$ cat config.mk
export PLATFORM = sky130hd
export DESIGN_NAME = ext_bus_steer
export DESIGN_NICKNAME = d
export VERILOG_FILES = /design/src/rtl/ebs_pkg.sv /design/src/rtl/ebs_decode.sv /design/src/rtl/ebs_wait.sv /design/src/rtl/ebs_fsm.sv /design/src/rtl/ext_bus_steer.sv
export SDC_FILE = /design/constraint.sdc
export NUM_CORES = 1
export LEC_CHECK = 0
export BUFFER_PORTS_ARGS = -buffer_cell sky130_fd_sc_hd__buf_2
export CAP_MARGIN = 20
export CORE_MARGIN = 4
export CORE_UTILIZATION = 50
export CTS_CLUSTER_DIAMETER = 60
export CTS_CLUSTER_SIZE = 40
export DETAILED_ROUTE_END_ITERATION = 10
export HOLD_SLACK_MARGIN = 0.15
export PLACE_DENSITY = 0.92
export SLEW_MARGIN = 20
export SYNTH_ARGS = -nofsm -noshare
export SYNTH_HDL_FRONTEND = slang
export SYNTH_SLANG_ARGS = --single-unit
$ cat constraint.sdc
create_clock -name clk -period 2.75 [get_ports clk]
set_input_delay 0.1375 -clock clk [delete_from_list [all_inputs] [get_ports clk]]
set_output_delay 0.1375 -clock clk [all_outputs]
set_load 0.01 [all_outputs]
$ cat src/rtl/ebs_pkg.sv
package ebs_pkg;

   // fixed special-register page and the off-chip window inside it
   localparam int unsigned SFR_BASE   = 32'h0000_FF00;
   localparam int unsigned SFR_SPAN   = 32'd256;
   localparam int unsigned XWIN_BASE  = 32'h0000_FFD0;
   localparam int unsigned XWIN_SPAN  = 32'd16;

   typedef enum logic [2:0] {
      RG_ROM,
      RG_RAM,
      RG_SFR,
      RG_EXT,
      RG_NONE
   } region_e;

   typedef enum logic [2:0] {
      ST_IDLE,
      ST_ADDR,
      ST_DATA,
      ST_RECOV,
      ST_INT,
      ST_IDONE
   } state_e;

endpackage

$ cat src/rtl/ebs_decode.sv
module ebs_decode
   import ebs_pkg::*;
#(
   parameter int unsigned ADDR_W   = 16,
   parameter int unsigned ROM_SIZE = 32'h8000,
   parameter int unsigned RAM_BASE = 32'hFD00,
   parameter int unsigned RAM_SIZE = 32'h0200
) (
   input  logic [ADDR_W-1:0] addr,
   input  logic              expand,
   output region_e           region
);

   localparam int unsigned LW = ADDR_W + 1;
   localparam logic [LW-1:0] ROM_LIM = LW'(ROM_SIZE);
   localparam logic [LW-1:0] RAM_LO  = LW'(RAM_BASE);
   localparam logic [LW-1:0] RAM_LIM = LW'(RAM_BASE + RAM_SIZE);
   localparam logic [LW-1:0] SFR_LO  = LW'(SFR_BASE);
   localparam logic [LW-1:0] SFR_LIM = LW'(SFR_BASE + SFR_SPAN);
   localparam logic [LW-1:0] WIN_LO  = LW'(XWIN_BASE);
   localparam logic [LW-1:0] WIN_LIM = LW'(XWIN_BASE + XWIN_SPAN);

   logic [LW-1:0] a_x;
   logic          in_rom, in_ram, in_sfr, in_win;

   assign a_x = {1'b0, addr};

   generate
      if (ROM_SIZE == 0) begin : g_no_rom
         assign in_rom = 1'b0;
      end else begin : g_rom
         assign in_rom = (a_x < ROM_LIM);
      end
      if (RAM_SIZE == 0) begin : g_no_ram
         assign in_ram = 1'b0;
      end else begin : g_ram
         assign in_ram = (a_x >= RAM_LO) && (a_x < RAM_LIM);
      end
   endgenerate

   assign in_sfr = (a_x >= SFR_LO)  && (a_x < SFR_LIM);
   assign in_win = (a_x >= WIN_LO)  && (a_x < WIN_LIM);

   // internal regions win over anything off-chip, except the window
   always_comb begin
      if (in_win)       region = expand ? RG_EXT : RG_NONE;
      else if (in_rom)  region = RG_ROM;
      else if (in_ram)  region = RG_RAM;
      else if (in_sfr)  region = RG_SFR;
      else              region = expand ? RG_EXT : RG_NONE;
   end

endmodule

$ cat src/rtl/ebs_wait.sv
module ebs_wait #(
   parameter int unsigned WCODE_W = 2
) (
   input  logic               clk,
   input  logic               rst_n,
   input  logic               load,
   input  logic [WCODE_W-1:0] code,
   input  logic               active,
   input  logic               ext_hold,
   output logic               last
);

   localparam logic [WCODE_W-1:0] READY_CODE = '1;

   logic [WCODE_W-1:0] cnt;
   logic               ready_q;

   always_ff @(posedge clk or negedge rst_n) begin
      if (!rst_n) begin
         cnt     <= '0;
         ready_q <= 1'b0;
      end else if (load) begin
         cnt     <= (code == READY_CODE) ? '0 : code;
         ready_q <= (code == READY_CODE);
      end else if (active && (cnt != '0)) begin
         cnt     <= cnt - WCODE_W'(1);
      end
   end

   assign last = active && (cnt == '0) && !(ready_q && ext_hold);

endmodule

$ cat src/rtl/ebs_fsm.sv
module ebs_fsm
   import ebs_pkg::*;
(
   input  logic    clk,
   input  logic    rst_n,
   input  logic    req_valid,
   input  logic    req_write,
   input  logic    req_fetch,
   input  logic    expand,
   input  logic    fast_fetch,
   input  region_e region,
   input  logic    wait_last,
   output state_e  state,
   output logic    accept,
   output logic    wait_load,
   output logic    data_end,
   output logic    emul
);

   state_e state_n;
   logic   emul_d, go_ext;

   assign accept    = (state == ST_IDLE) && req_valid;
   assign emul_d    = (region == RG_ROM) && req_fetch && !req_write &&
                      expand && !fast_fetch;
   assign go_ext    = (region == RG_EXT) || emul_d;
   assign wait_load = (state == ST_ADDR);
   assign data_end  = (state == ST_DATA) && wait_last;

   always_comb begin
      state_n = state;
      case (state)
         ST_IDLE:  if (accept) state_n = go_ext ? ST_ADDR : ST_INT;
         ST_ADDR:  state_n = ST_DATA;
         ST_DATA:  if (wait_last) state_n = ST_RECOV;
         ST_RECOV: state_n = ST_IDLE;
         ST_INT:   state_n = ST_IDONE;
         ST_IDONE: state_n = ST_IDLE;
         default:  state_n = ST_IDLE;
      endcase
   end

   always_ff @(posedge clk or negedge rst_n) begin
      if (!rst_n) begin
         state <= ST_IDLE;
         emul  <= 1'b0;
      end else begin
         state <= state_n;
         if (accept) emul <= emul_d;
      end
   end

endmodule

$ cat src/rtl/ext_bus_steer.sv
module ext_bus_steer
   import ebs_pkg::*;
#(
   parameter int unsigned ADDR_W   = 16,
   parameter int unsigned DATA_W   = 8,
   parameter int unsigned ROM_SIZE = 32'h8000,
   parameter int unsigned RAM_BASE = 32'hFD00,
   parameter int unsigned RAM_SIZE = 32'h0200,
   parameter int unsigned WCODE_W  = 2
) (
   input  logic                     clk,
   input  logic                     rst_n,
   input  logic                     req_valid,
   input  logic                     req_write,
   input  logic                     req_fetch,
   input  logic [ADDR_W-1:0]        req_addr,
   input  logic [DATA_W-1:0]        req_wdata,
   output logic                     req_ready,
   output logic                     rsp_done,
   output logic [DATA_W-1:0]        rsp_rdata,
   input  logic                     cfg_expand,
   input  logic                     cfg_fast_fetch,
   input  logic [WCODE_W-1:0]       cfg_wait,
   input  logic                     ext_hold,
   output logic                     int_req,
   output logic                     int_we,
   output logic [ADDR_W-1:0]        int_addr,
   output logic [DATA_W-1:0]        int_wdata,
   input  logic [DATA_W-1:0]        int_rdata,
   output logic                     bus_ale,
   output logic                     bus_rd,
   output logic                     bus_wr,
   output logic [ADDR_W-DATA_W-1:0] bus_addr_hi,
   output logic [DATA_W-1:0]        bus_ad_out,
   output logic                     bus_ad_oe,
   input  logic [DATA_W-1:0]        bus_ad_in
);

   localparam int unsigned HI_W = ADDR_W - DATA_W;

   // elaboration-time parameter checks
   generate
      if (ADDR_W < 16) begin : g_bad_aw
         $error("ext_bus_steer: ADDR_W must cover the 0xFF00 page");
      end
      if (DATA_W == 0 || DATA_W >= ADDR_W) begin : g_bad_dw
         $error("ext_bus_steer: DATA_W must be 1..ADDR_W-1");
      end
      if (WCODE_W != 2) begin : g_bad_wc
         $error("ext_bus_steer: wait code is two bits");
      end
      if (ROM_SIZE > SFR_BASE || RAM_BASE + RAM_SIZE > SFR_BASE) begin : g_bad_map
         $error("ext_bus_steer: ROM/RAM overlap the register page");
      end
      if (RAM_SIZE != 0 && ROM_SIZE > RAM_BASE) begin : g_bad_ovl
         $error("ext_bus_steer: ROM overlaps RAM");
      end
   endgenerate

   region_e             region, region_q;
   state_e              state;
   logic                accept, wait_load, data_end, emul, wait_last;
   logic [ADDR_W-1:0]   addr_q;
   logic [DATA_W-1:0]   wdata_q, data_q;
   logic                write_q, in_data, ext_cyc;

   ebs_decode #(
      .ADDR_W  (ADDR_W),
      .ROM_SIZE(ROM_SIZE),
      .RAM_BASE(RAM_BASE),
      .RAM_SIZE(RAM_SIZE)
   ) u_decode (
      .addr  (req_addr),
      .expand(cfg_expand),
      .region(region)
   );

   ebs_fsm u_fsm (
      .clk       (clk),
      .rst_n     (rst_n),
      .req_valid (req_valid),
      .req_write (req_write),
      .req_fetch (req_fetch),
      .expand    (cfg_expand),
      .fast_fetch(cfg_fast_fetch),
      .region    (region),
      .wait_last (wait_last),
      .state     (state),
      .accept    (accept),
      .wait_load (wait_load),
      .data_end  (data_end),
      .emul      (emul)
   );

   assign in_data = (state == ST_DATA);

   ebs_wait #(
      .WCODE_W(WCODE_W)
   ) u_wait (
      .clk     (clk),
      .rst_n   (rst_n),
      .load    (wait_load),
      .code    (cfg_wait),
      .active  (in_data),
      .ext_hold(ext_hold),
      .last    (wait_last)
   );

   // request capture
   always_ff @(posedge clk or negedge rst_n) begin
      if (!rst_n) begin
         addr_q   <= '0;
         wdata_q  <= '0;
         write_q  <= 1'b0;
         region_q <= RG_NONE;
      end else if (accept) begin
         addr_q   <= req_addr;
         wdata_q  <= req_wdata;
         write_q  <= req_write;
         region_q <= region;
      end
   end

   // read capture at the end of the data phase
   always_ff @(posedge clk or negedge rst_n) begin
      if (!rst_n)        data_q <= '0;
      else if (data_end) data_q <= emul ? int_rdata : bus_ad_in;
   end

   // external bus drive
   assign ext_cyc     = (state == ST_ADDR) || in_data;
   assign bus_ale     = (state == ST_ADDR);
   assign bus_rd      = in_data && !write_q;
   assign bus_wr      = in_data && write_q;
   assign bus_ad_oe   = bus_ale || bus_wr;
   assign bus_addr_hi = ext_cyc ? addr_q[ADDR_W-1:DATA_W] : HI_W'(0);
   assign bus_ad_out  = bus_ale ? addr_q[DATA_W-1:0] :
                        (bus_wr ? wdata_q : '0);

   // internal array port
   assign int_req   = ((state == ST_INT) && (region_q != RG_NONE) &&
                       !(write_q && (region_q == RG_ROM))) ||
                      ((state == ST_ADDR) && emul);
   assign int_we    = (state == ST_INT) && write_q &&
                      ((region_q == RG_RAM) || (region_q == RG_SFR));
   assign int_addr  = addr_q;
   assign int_wdata = wdata_q;

   // CPU return
   assign req_ready = (state == ST_IDLE);
   assign rsp_done  = (state == ST_RECOV) || (state == ST_IDONE);
   assign rsp_rdata = (state == ST_IDONE) ?
                      ((region_q == RG_NONE) ? '1 : int_rdata) : data_q;

endmodule

==> impl_summary.log, run 1 <==
[metrics] met2 layer wire length in the routed design: approximately 3400 um
[metrics] Final Max Tran Viols: 0
[metrics] H-Tree Level Count: 2
[metrics] share of the clock period used by the worst path: 0.795
[metrics] number of DRC violations after detailed-routing iteration 0: approximately 130
[metrics] #FFs+latches synth: 43
[metrics] register cell area after layout: around 1100 um^2
[metrics] worst-path fanout max: 17
[metrics] count of vias placed by the detailed router: 2371
[metrics] insertion delay to the later sink of the worst-skew pair: between 0.2 and 0.3 ns
[metrics] count of maximum capacitance violations: 0
[metrics] clock sink count: 43
[metrics] Core Rows: 24
[metrics] clock tree root driver cell: sky130_fd_sc_hd__clkbuf_8
[metrics] final count of negative-setup-slack endpoints: 0
[metrics] first-pass GRT wire length: roughly 11000 um
[metrics] Worst Path Required: 2.61 ns
[metrics] critical path arrival: 2.05 ns
[metrics] vias per cell: ~5.5
[metrics] IO Count: approximately 110
[metrics] hold crit path type: in2reg
[metrics] cell area after synthesis: around 2200 um^2
[metrics] drt wl/cell: ~16 um
[metrics] power per cell area: just under 1000 nW/um^2
[metrics] growth of design area from synthesis to finish: 41.8%
[metrics] reg-to-reg setup timing slack: roughly 0.95 ns
[metrics] clock tree from TritonCTS: yes
[metrics] unrepaired setup endpoints after global routing: no
[metrics] met1 wire length: about 2600 um
[metrics] post-cts repair resize count: 0
[metrics] share of the synthesized area in the top cell type: 0.470
[metrics] Setup Slack @ Placement: 0.899 ns
[metrics] Die X: between 70 and 80 um
[metrics] async set-or-reset flop fraction in the synthesized netlist: 1.00
[metrics] remaining number of nets flagged by the antenna check after routing: 0
[metrics] starting density of the core: 0.513
[metrics] Post-synth EDFFs: 0
[metrics] startpoint types: flop
[metrics] initial antenna violation count: 0
[metrics] fill cell total of the finished layout: approximately 300
[metrics] Worst setup EP type: output pin
[metrics] largest net degree at the start of global routing: 44
[metrics] GP Congestion: 0.787
[metrics] transition time at the pin with the least slew margin: about 0.95 ns
[metrics] maximum clock frequency: around 460 MHz
[metrics] Num CTS Buffers: 5
[metrics] number of antenna diodes: 0
[metrics] type of the worst setup path: reg2out
[metrics] Most used DFF post-synth: sky130_fd_sc_hd__dfrtp_1
[metrics] global-route usage over all layers: 0.259
[metrics] die height: approximately 75 um
[metrics] met3 wire length: around 760 um
[metrics] warnings from Yosys: 0
[metrics] overall overflow remaining after global route: 0
[metrics] post-route setup TNS: 0 ns
[metrics] Hold Fails Final Rpt: 0
[metrics] maximum resistive drop on vdd: 511 uV
[metrics] DIE AREA: 5600 um^2
[metrics] via count of the first global-routing pass: approximately 2400
[metrics] Max Root-Sink Buffers: 2
[metrics] share of layout cells above drive strength 1: 0.322
[metrics] final net count: 434
[metrics] portion of the post-synthesis area used by sequential elements: 0.482
[metrics] shortest period the worst path allows: 2.19 ns
[metrics] post-layout worst setup margin: roughly 0.56 ns
[metrics] multi-input gate area in the final layout: 1070 um^2
[metrics] top layer reached by signal wires: met4
[metrics] cells taking the most area after synthesis: sky130_fd_sc_hd__dfrtp_1, sky130_fd_sc_hd__nand2_1, sky130_fd_sc_hd__mux2i_1
[metrics] Routed WL: 6850 um
[metrics] port bufs: approximately 110
[metrics] DR DRC count: 0
[metrics] max-slew headroom at the worst pin: 0.364
[metrics] clock transition at the register clock pins on the worst setup and hold paths after CTS: 0.07 ns
[metrics] Avg Cell Area, Syn: 9.01 um^2
[metrics] leading cell type in the layout, fill and taps excluded: sky130_fd_sc_hd__buf_2
[metrics] cell leakage power: ~1.7 nW
[metrics] Cells after Synth: between 200 and 250
[metrics] largest area contributor in the synthesized netlist: sky130_fd_sc_hd__dfrtp_1
[metrics] Final Skew: roughly 0.0045 ns
[metrics] highest-count cells in the layout ignoring fill and taps: sky130_fd_sc_hd__buf_2, sky130_fd_sc_hd__nand2_1, sky130_fd_sc_hd__dfrtp_1, sky130_fd_sc_hd__dlygate4sd3_1, sky130_fd_sc_hd__o21ai_0
[metrics] Synth Net Count: around 300
[metrics] Initial DRT Pass Iterations: 4
[metrics] Core Box Area: approximately 4400 um^2
[metrics] sum of net half-perimeters after detailed placement: between 4000 and 5000 um
[metrics] status: complete, no violations
[metrics] synth unique cells: 41
flip-flops by register name (all words and copies together), names as in the netlist:
| signal | flops |
|---|---|
| u_fsm.emul | 1 |
| int_wdata | 8 |
| region_q | 3 |
| u_wait.cnt | 2 |
| int_addr | 16 |
| u_wait.ready_q | 1 |
| u_fsm.state | 3 |
| write_q | 1 |
| data_q | 8 |
where the power goes:
part           leakage, nW  switching (mW)  internal, mW
clock network       0.0371           0.191         0.169
registers            0.538           0.273         0.924
logic                 1.10           0.841         0.652
total                 1.67            1.30          1.75
Yosys cell counts, types with 2 or more instances:
master,n
sky130_fd_sc_hd__nand2_1,95
sky130_fd_sc_hd__dfrtp_1,42
sky130_fd_sc_hd__o21ai_0,11
sky130_fd_sc_hd__a22o_1,8
sky130_fd_sc_hd__mux2i_1,8
sky130_fd_sc_hd__nor2b_1,8
sky130_fd_sc_hd__o22a_1,8
sky130_fd_sc_hd__nor2_1,6
sky130_fd_sc_hd__buf_2,5
sky130_fd_sc_hd__inv_1,4
sky130_fd_sc_hd__nand3b_1,4
sky130_fd_sc_hd__a21oi_1,3
sky130_fd_sc_hd__and2_1,3
sky130_fd_sc_hd__clkbuf_1,3
sky130_fd_sc_hd__nand3_1,3
sky130_fd_sc_hd__o21ai_1,3
sky130_fd_sc_hd__o31ai_1,3
sky130_fd_sc_hd__and4_1,2
sky130_fd_sc_hd__buf_4,2
sky130_fd_sc_hd__buf_6,2
sky130_fd_sc_hd__nor2_2,2
sky130_fd_sc_hd__nor3b_2,2
sky130_fd_sc_hd__xnor2_1,2
sky130_fd_sc_hd__xor2_1,2
worst paths after layout:
path / start / to / depth (start not counted)
max: u_fsm.state[2] / bus_addr_hi[5] / 5
min: bus_ad_in[0] / data_q[0] / 3
max reg2reg: u_fsm.state[2] / u_wait.ready_q / 5
min reg2reg: data_q[1] / data_q[1] / 2
max in group asynchronous: rst_n / data_q[1] / 2
min in group asynchronous: rst_n / data_q[6] / 2
final cells by class:
type | count | area share
multi-input combinational | 189 | 0.337
sequential | 43 | 0.340
timing repair buffer | 140 | 0.275
tap | 52 | 0.0205
inverter | 4 | 0.00474
clock buffer | 6 | 0.0229
repair_timing:
action                                 CTS  global route
hold buffers                            32             1
endpoints found under the hold margin   74             1
setup buffers                            0             0
kinds of logic after synthesis:
kind of cell,after synthesis,share of synthesized area
mux,9,0.0409
flops,43,0.482
xor+xnor,4,0.0157
simple gates,134,0.286
compound gates,41,0.130
fa+ha+maj,1,0.00560
buf+inv,16,0.0397
layer usage:
| metal | up-vias | GRT usage |
|---|---|---|
| met5 | - | 0 |
| met4 | 0 | 0.0988 |
| met3 | 18 | 0.0948 |
| met2 | 147 | 0.443 |
| met1 | 1110 | 0.294 |
| li1 | 1096 | - |
critical path, cell delays in order, from the launching register on:
cell,delay [ns]
sky130_fd_sc_hd__dfrtp_1,0.63
sky130_fd_sc_hd__nor3b_2,0.09
sky130_fd_sc_hd__buf_4,0.21
sky130_fd_sc_hd__nor2_1,0.53
sky130_fd_sc_hd__nor2b_1,0.13
sky130_fd_sc_hd__buf_2,0.17
through the flow:
stage | area, um^2 | util | hold WS, ns | instances | total power [mW]
3_3_place_gp | 2770 | 0.635 | 0.317 | 395 | 2.55
5_1_grt | 3170 | 0.728 | 0.156 | 434 | 3.29
4_1_cts | 3160 | 0.726 | 0.151 | 433 | 3.03
6_report | 3170 | 0.728 | 0.160 | 434 | 3.05
2_1_floorplan | 2230 | - | -0.158 | 248 | 2.07
3_5_place_dp | 2770 | 0.635 | 0.332 | 395 | 2.62
(Power assumes the default switching activity.)
==> run 2: changes to the inputs <==
- ABC_AREA: unset -> 1
- CORE_UTILIZATION: 50 -> 47
- PLACE_DENSITY: 0.92 -> 0.87
- clock period: 2.75 -> 2.2 ns (I/O delays scaled with it)
==> impl_summary.log, run 2 <==
[metrics] status: complete, no violations (unchanged)
[metrics] Core Box Area: 4750 um^2 (was 4350 um^2)
[metrics] number of antenna diodes: 0 (unchanged)
[metrics] starting density of the core: 0.489 (was 0.513)
[metrics] post-route setup TNS: 0 ns (unchanged)
[metrics] largest net degree at the start of global routing: 38 (was 44)
[metrics] Hold Fails Final Rpt: 0 (unchanged)
[metrics] commonest cells in the synthesized netlist: sky130_fd_sc_hd__nand2_1, sky130_fd_sc_hd__dfrtp_1, sky130_fd_sc_hd__o21ai_0 (unchanged)
[metrics] via count of the first global-routing pass: 2556 (was 2376)
[metrics] register cell area after layout: 1080 um^2 (unchanged)
[metrics] Final Skew: 0.0141 ns (was 0.00449 ns)
[metrics] clock transition at the register clock pins on the worst setup and hold paths after CTS: 0.08 ns (was 0.07 ns)
[metrics] Routed WL: 7050 um (was 6850 um)
[metrics] leading cell type in the layout, fill and taps excluded: sky130_fd_sc_hd__nand2_1 (was sky130_fd_sc_hd__buf_2)
[metrics] Avg Cell Area, Syn: 7.38 um^2 (was 9.01 um^2)
[metrics] maximum resistive drop on vdd: 667 uV (was 511 uV)
[metrics] number of cells on the worst hold path: 5 (was 3)
[metrics] critical register-to-register path endpoint: data_q[3] (was u_wait.ready_q)
[metrics] worst-path fanout max: 11 (was 17)
[metrics] maximum clock frequency: approximately 500 MHz
[metrics] cell area after synthesis: 2320 um^2 (was 2230 um^2)
[metrics] max-slew headroom at the worst pin: 0.606 (was 0.364)
[metrics] unrepaired setup endpoints after global routing: no (unchanged)
[metrics] global-route usage over all layers: 0.237 (was 0.259)
[metrics] remaining number of nets flagged by the antenna check after routing: 0 (unchanged)
[metrics] DIE AREA: 6140 um^2 (was 5600 um^2)
[metrics] Synth Net Count: 366 (was 299)
[metrics] hold crit path type: in2reg (unchanged)
[metrics] cell with the most instances after synthesis: sky130_fd_sc_hd__nand2_1 (unchanged)
[metrics] first-pass GRT wire length: 11700 um (was 11000 um)
[metrics] worst reg2reg path depth: 8 (was 5)
[metrics] growth of design area from synthesis to finish: 48.8% (was 41.8%)
[metrics] Post-DP Area: 2910 um^2 (was 2770 um^2)
[metrics] type of the worst setup path: reg2reg (was reg2out)
[metrics] DR DRC count: 0 (unchanged)
[metrics] number of DRC violations after detailed-routing iteration 0: 115 (was 131)
[metrics] Core Rows: 25 (was 24)
[metrics] final count of negative-setup-slack endpoints: 0 (unchanged)
[metrics] clock sink count: 43 (unchanged)
[metrics] Hold Startpoint: int_rdata[7] (was bus_ad_in[0])
[metrics] warnings from Yosys: 0 (unchanged)
[metrics] cell leakage power: 1.88 nW (was 1.67 nW)
[metrics] Reg-to-Reg Start: u_fsm.state[2] (unchanged)
[metrics] Most used DFF post-synth: sky130_fd_sc_hd__dfrtp_1 (unchanged)
[metrics] insertion delay to the later sink of the worst-skew pair: 0.30 ns (was 0.29 ns)
[metrics] shortest period the worst path allows: ~2 ns
[metrics] Worst Path Required: 2.41 ns (was 2.61 ns)
[metrics] multi-input gate area in the final layout: 1030 um^2 (was 1070 um^2)
[metrics] Hold Path End: data_q[7] (was data_q[0])
[metrics] sum of net half-perimeters after detailed placement: 4550 um (was 4400 um)
[metrics] share of the synthesized area in the top cell type: 0.452 (was 0.470)
[metrics] Initial DRT Pass Iterations: 4 (unchanged)
[metrics] count of maximum capacitance violations: 0 (unchanged)
[metrics] Worst Setup SP: u_fsm.state[2] (unchanged)
[metrics] async set-or-reset flop fraction in the synthesized netlist: 1.00 (unchanged)
[metrics] #FFs+latches synth: 43 (unchanged)
[metrics] critical path arrival: 2.22 ns (was 2.05 ns)
[metrics] Cells after Synth: 315 (was 248)
[metrics] transition time at the pin with the least slew margin: 0.591 ns (was 0.954 ns)
[metrics] startpoint types: flop (unchanged)
[metrics] fill cell total of the finished layout: 381 (was 301)
[metrics] synth unique cells: 27 (was 41)
[metrics] cells taking the most area after synthesis: sky130_fd_sc_hd__dfrtp_1, sky130_fd_sc_hd__nand2_1, sky130_fd_sc_hd__o21ai_0 (was sky130_fd_sc_hd__dfrtp_1, sky130_fd_sc_hd__nand2_1, sky130_fd_sc_hd__mux2i_1)
[metrics] Final Max Tran Viols: 0 (unchanged)
[metrics] clock tree root driver cell: sky130_fd_sc_hd__clkbuf_8 (unchanged)
[metrics] clock tree from TritonCTS: yes (unchanged)
[metrics] die height: 78.3 um (was 74.9 um)
[metrics] Final Hold Slack: 0.166 ns (was 0.160 ns)
[metrics] power per cell area: 1180 nW/um^2 (was 962 nW/um^2)
[metrics] count of vias placed by the detailed router: 2611 (was 2371)
[metrics] final instance area: 3460 um^2 (was 3170 um^2)
[metrics] share of the clock period used by the worst path: 0.911
[metrics] Post-synth EDFFs: 0 (unchanged)
[metrics] IO Count: 106 (unchanged)
[metrics] share of layout cells above drive strength 1: 0.302 (was 0.322)
[metrics] Num CTS Buffers: 5 (unchanged)
[metrics] Die X: 78.3 um (was 74.9 um)
[metrics] final net count: 514 (was 434)
[metrics] sequence of cells on the critical path: nor2_2 -> inv_2 -> nor2_4 -> nand2_2 -> a21oi_4 -> o211ai_1 -> dlygate4sd3_1 -> o21ai_0 (was nor3b_2 -> buf_4 -> nor2_1 -> nor2b_1 -> buf_2)
[metrics] Top delay family on crit path: buffers and inverters (was simple AND/OR/NAND/NOR gates)
[metrics] buffer and inverter count on the worst path: 2 (unchanged)
[metrics] drt wl/cell: 13.3 um (was 15.8 um)
[metrics] largest area contributor in the synthesized netlist: sky130_fd_sc_hd__dfrtp_1 (unchanged)
[metrics] highest-count cells in the layout ignoring fill and taps: sky130_fd_sc_hd__nand2_1, sky130_fd_sc_hd__buf_2, sky130_fd_sc_hd__o21ai_0, sky130_fd_sc_hd__dfrtp_1, sky130_fd_sc_hd__inv_1 (was sky130_fd_sc_hd__buf_2, sky130_fd_sc_hd__nand2_1, sky130_fd_sc_hd__dfrtp_1, sky130_fd_sc_hd__dlygate4sd3_1, sky130_fd_sc_hd__o21ai_0)
[metrics] Max Root-Sink Buffers: 2 (unchanged)
[metrics] GP Congestion: 0.819 (was 0.787)
[metrics] number of flip-flops in the largest register: 16 (unchanged)
[metrics] maximum cell stage delay along the critical path: 0.59 ns (was 0.63 ns)
[metrics] overall overflow remaining after global route: 0 (unchanged)
[metrics] Worst setup EP type: flop (was output pin)
[metrics] H-Tree Level Count: 2 (unchanged)
[metrics] portion of the post-synthesis area used by sequential elements: 0.463 (was 0.482)
[metrics] slowest cell on the critical path: sky130_fd_sc_hd__dlygate4sd3_1 (was sky130_fd_sc_hd__dfrtp_1)
[metrics] port bufs: 105 (unchanged)
[metrics] initial antenna violation count: 0 (unchanged)
[metrics] reg-to-reg setup timing slack: 0.20 ns (was 0.95 ns)
[metrics] vias per cell: 4.92 (was 5.46)
## run 2: cell count changes in the layout (fill, tap and decap cells not counted), moves of 13 or more
cell,delta
sky130_fd_sc_hd__inv_1,+37
sky130_fd_sc_hd__nor2_1,+13
sky130_fd_sc_hd__nand2_1,+22
sky130_fd_sc_hd__o21ai_0,+31
## run 2: logic make-up after synthesis
group | share of synthesized area
simple gates | 0.272
compound gates | 0.165
buf+inv | 0.0947
flops | 0.463
fa+ha+maj | 0.00538
## run 2: layer usage
metal  part of all wire  global-route usage
met3              0.053              0.0436
met5                  0                   0
met4              0.038               0.107
met1               0.40               0.284
met2               0.51               0.414
## run 2: per-stage QoR
stage,utilization,setup WS (ns),cells,total power [mW]
finish,0.728,0.195,531,4.09
global route,0.728,0.0746,531,4.42
CTS,0.720,0.0786,526,4.05
detailed placement,0.611,0.586,480,3.26
global placement,0.611,0.646,480,3.18
floorplan,-,0.822,315,2.52
## run 2: repair_timing
| item | 4_1_cts | 5_1_grt |
|---|---|---|
| buffers inserted | 0 | 5 |
| resized for setup | 0 | 0 |
| hold buffers | 38 | 0 |
| endpoints found under the setup margin | 0 | 1 |
| endpoints found under the hold margin | 54 | 0 |
## run 2: worst max-delay path by stage
stage	to	cells after the start
5_1_grt	rsp_rdata[7]	5
6_report	data_q[3]	8
2_1_floorplan	bus_ad_out[0]	7
3_3_place_gp	u_fsm.state[2]	7
4_1_cts	data_q[3]	9
3_5_place_dp	int_addr[13]	6
## run 2: worst register-to-register path, cell delays in order, from the launching register on
cell	delay, ns
sky130_fd_sc_hd__dfrtp_1	0.47
sky130_fd_sc_hd__nor2_2	0.15
sky130_fd_sc_hd__inv_2	0.06
sky130_fd_sc_hd__nor2_4	0.10
sky130_fd_sc_hd__nand2_2	0.07
sky130_fd_sc_hd__a21oi_4	0.27
sky130_fd_sc_hd__o211ai_1	0.15
sky130_fd_sc_hd__dlygate4sd3_1	0.59
sky130_fd_sc_hd__o21ai_0	0.07
## run 2: power by group
| part | internal [mW] | switching [mW] | leakage, nW |
|---|---|---|---|
| Combinational | 0.746 | 1.18 | 1.29 |
| Sequential | 1.17 | 0.261 | 0.532 |
| Clock | 0.453 | 0.278 | 0.0644 |
| Total | 2.37 | 1.72 | 1.88 |
## run 2: final cells by class
type	count	area share
clock buffer	5	0.0199
clock inverter	3	0.0195
inverter	45	0.0488
multi-input combinational	217	0.297
sequential	43	0.311
tap	67	0.0242
timing repair buffer	151	0.279
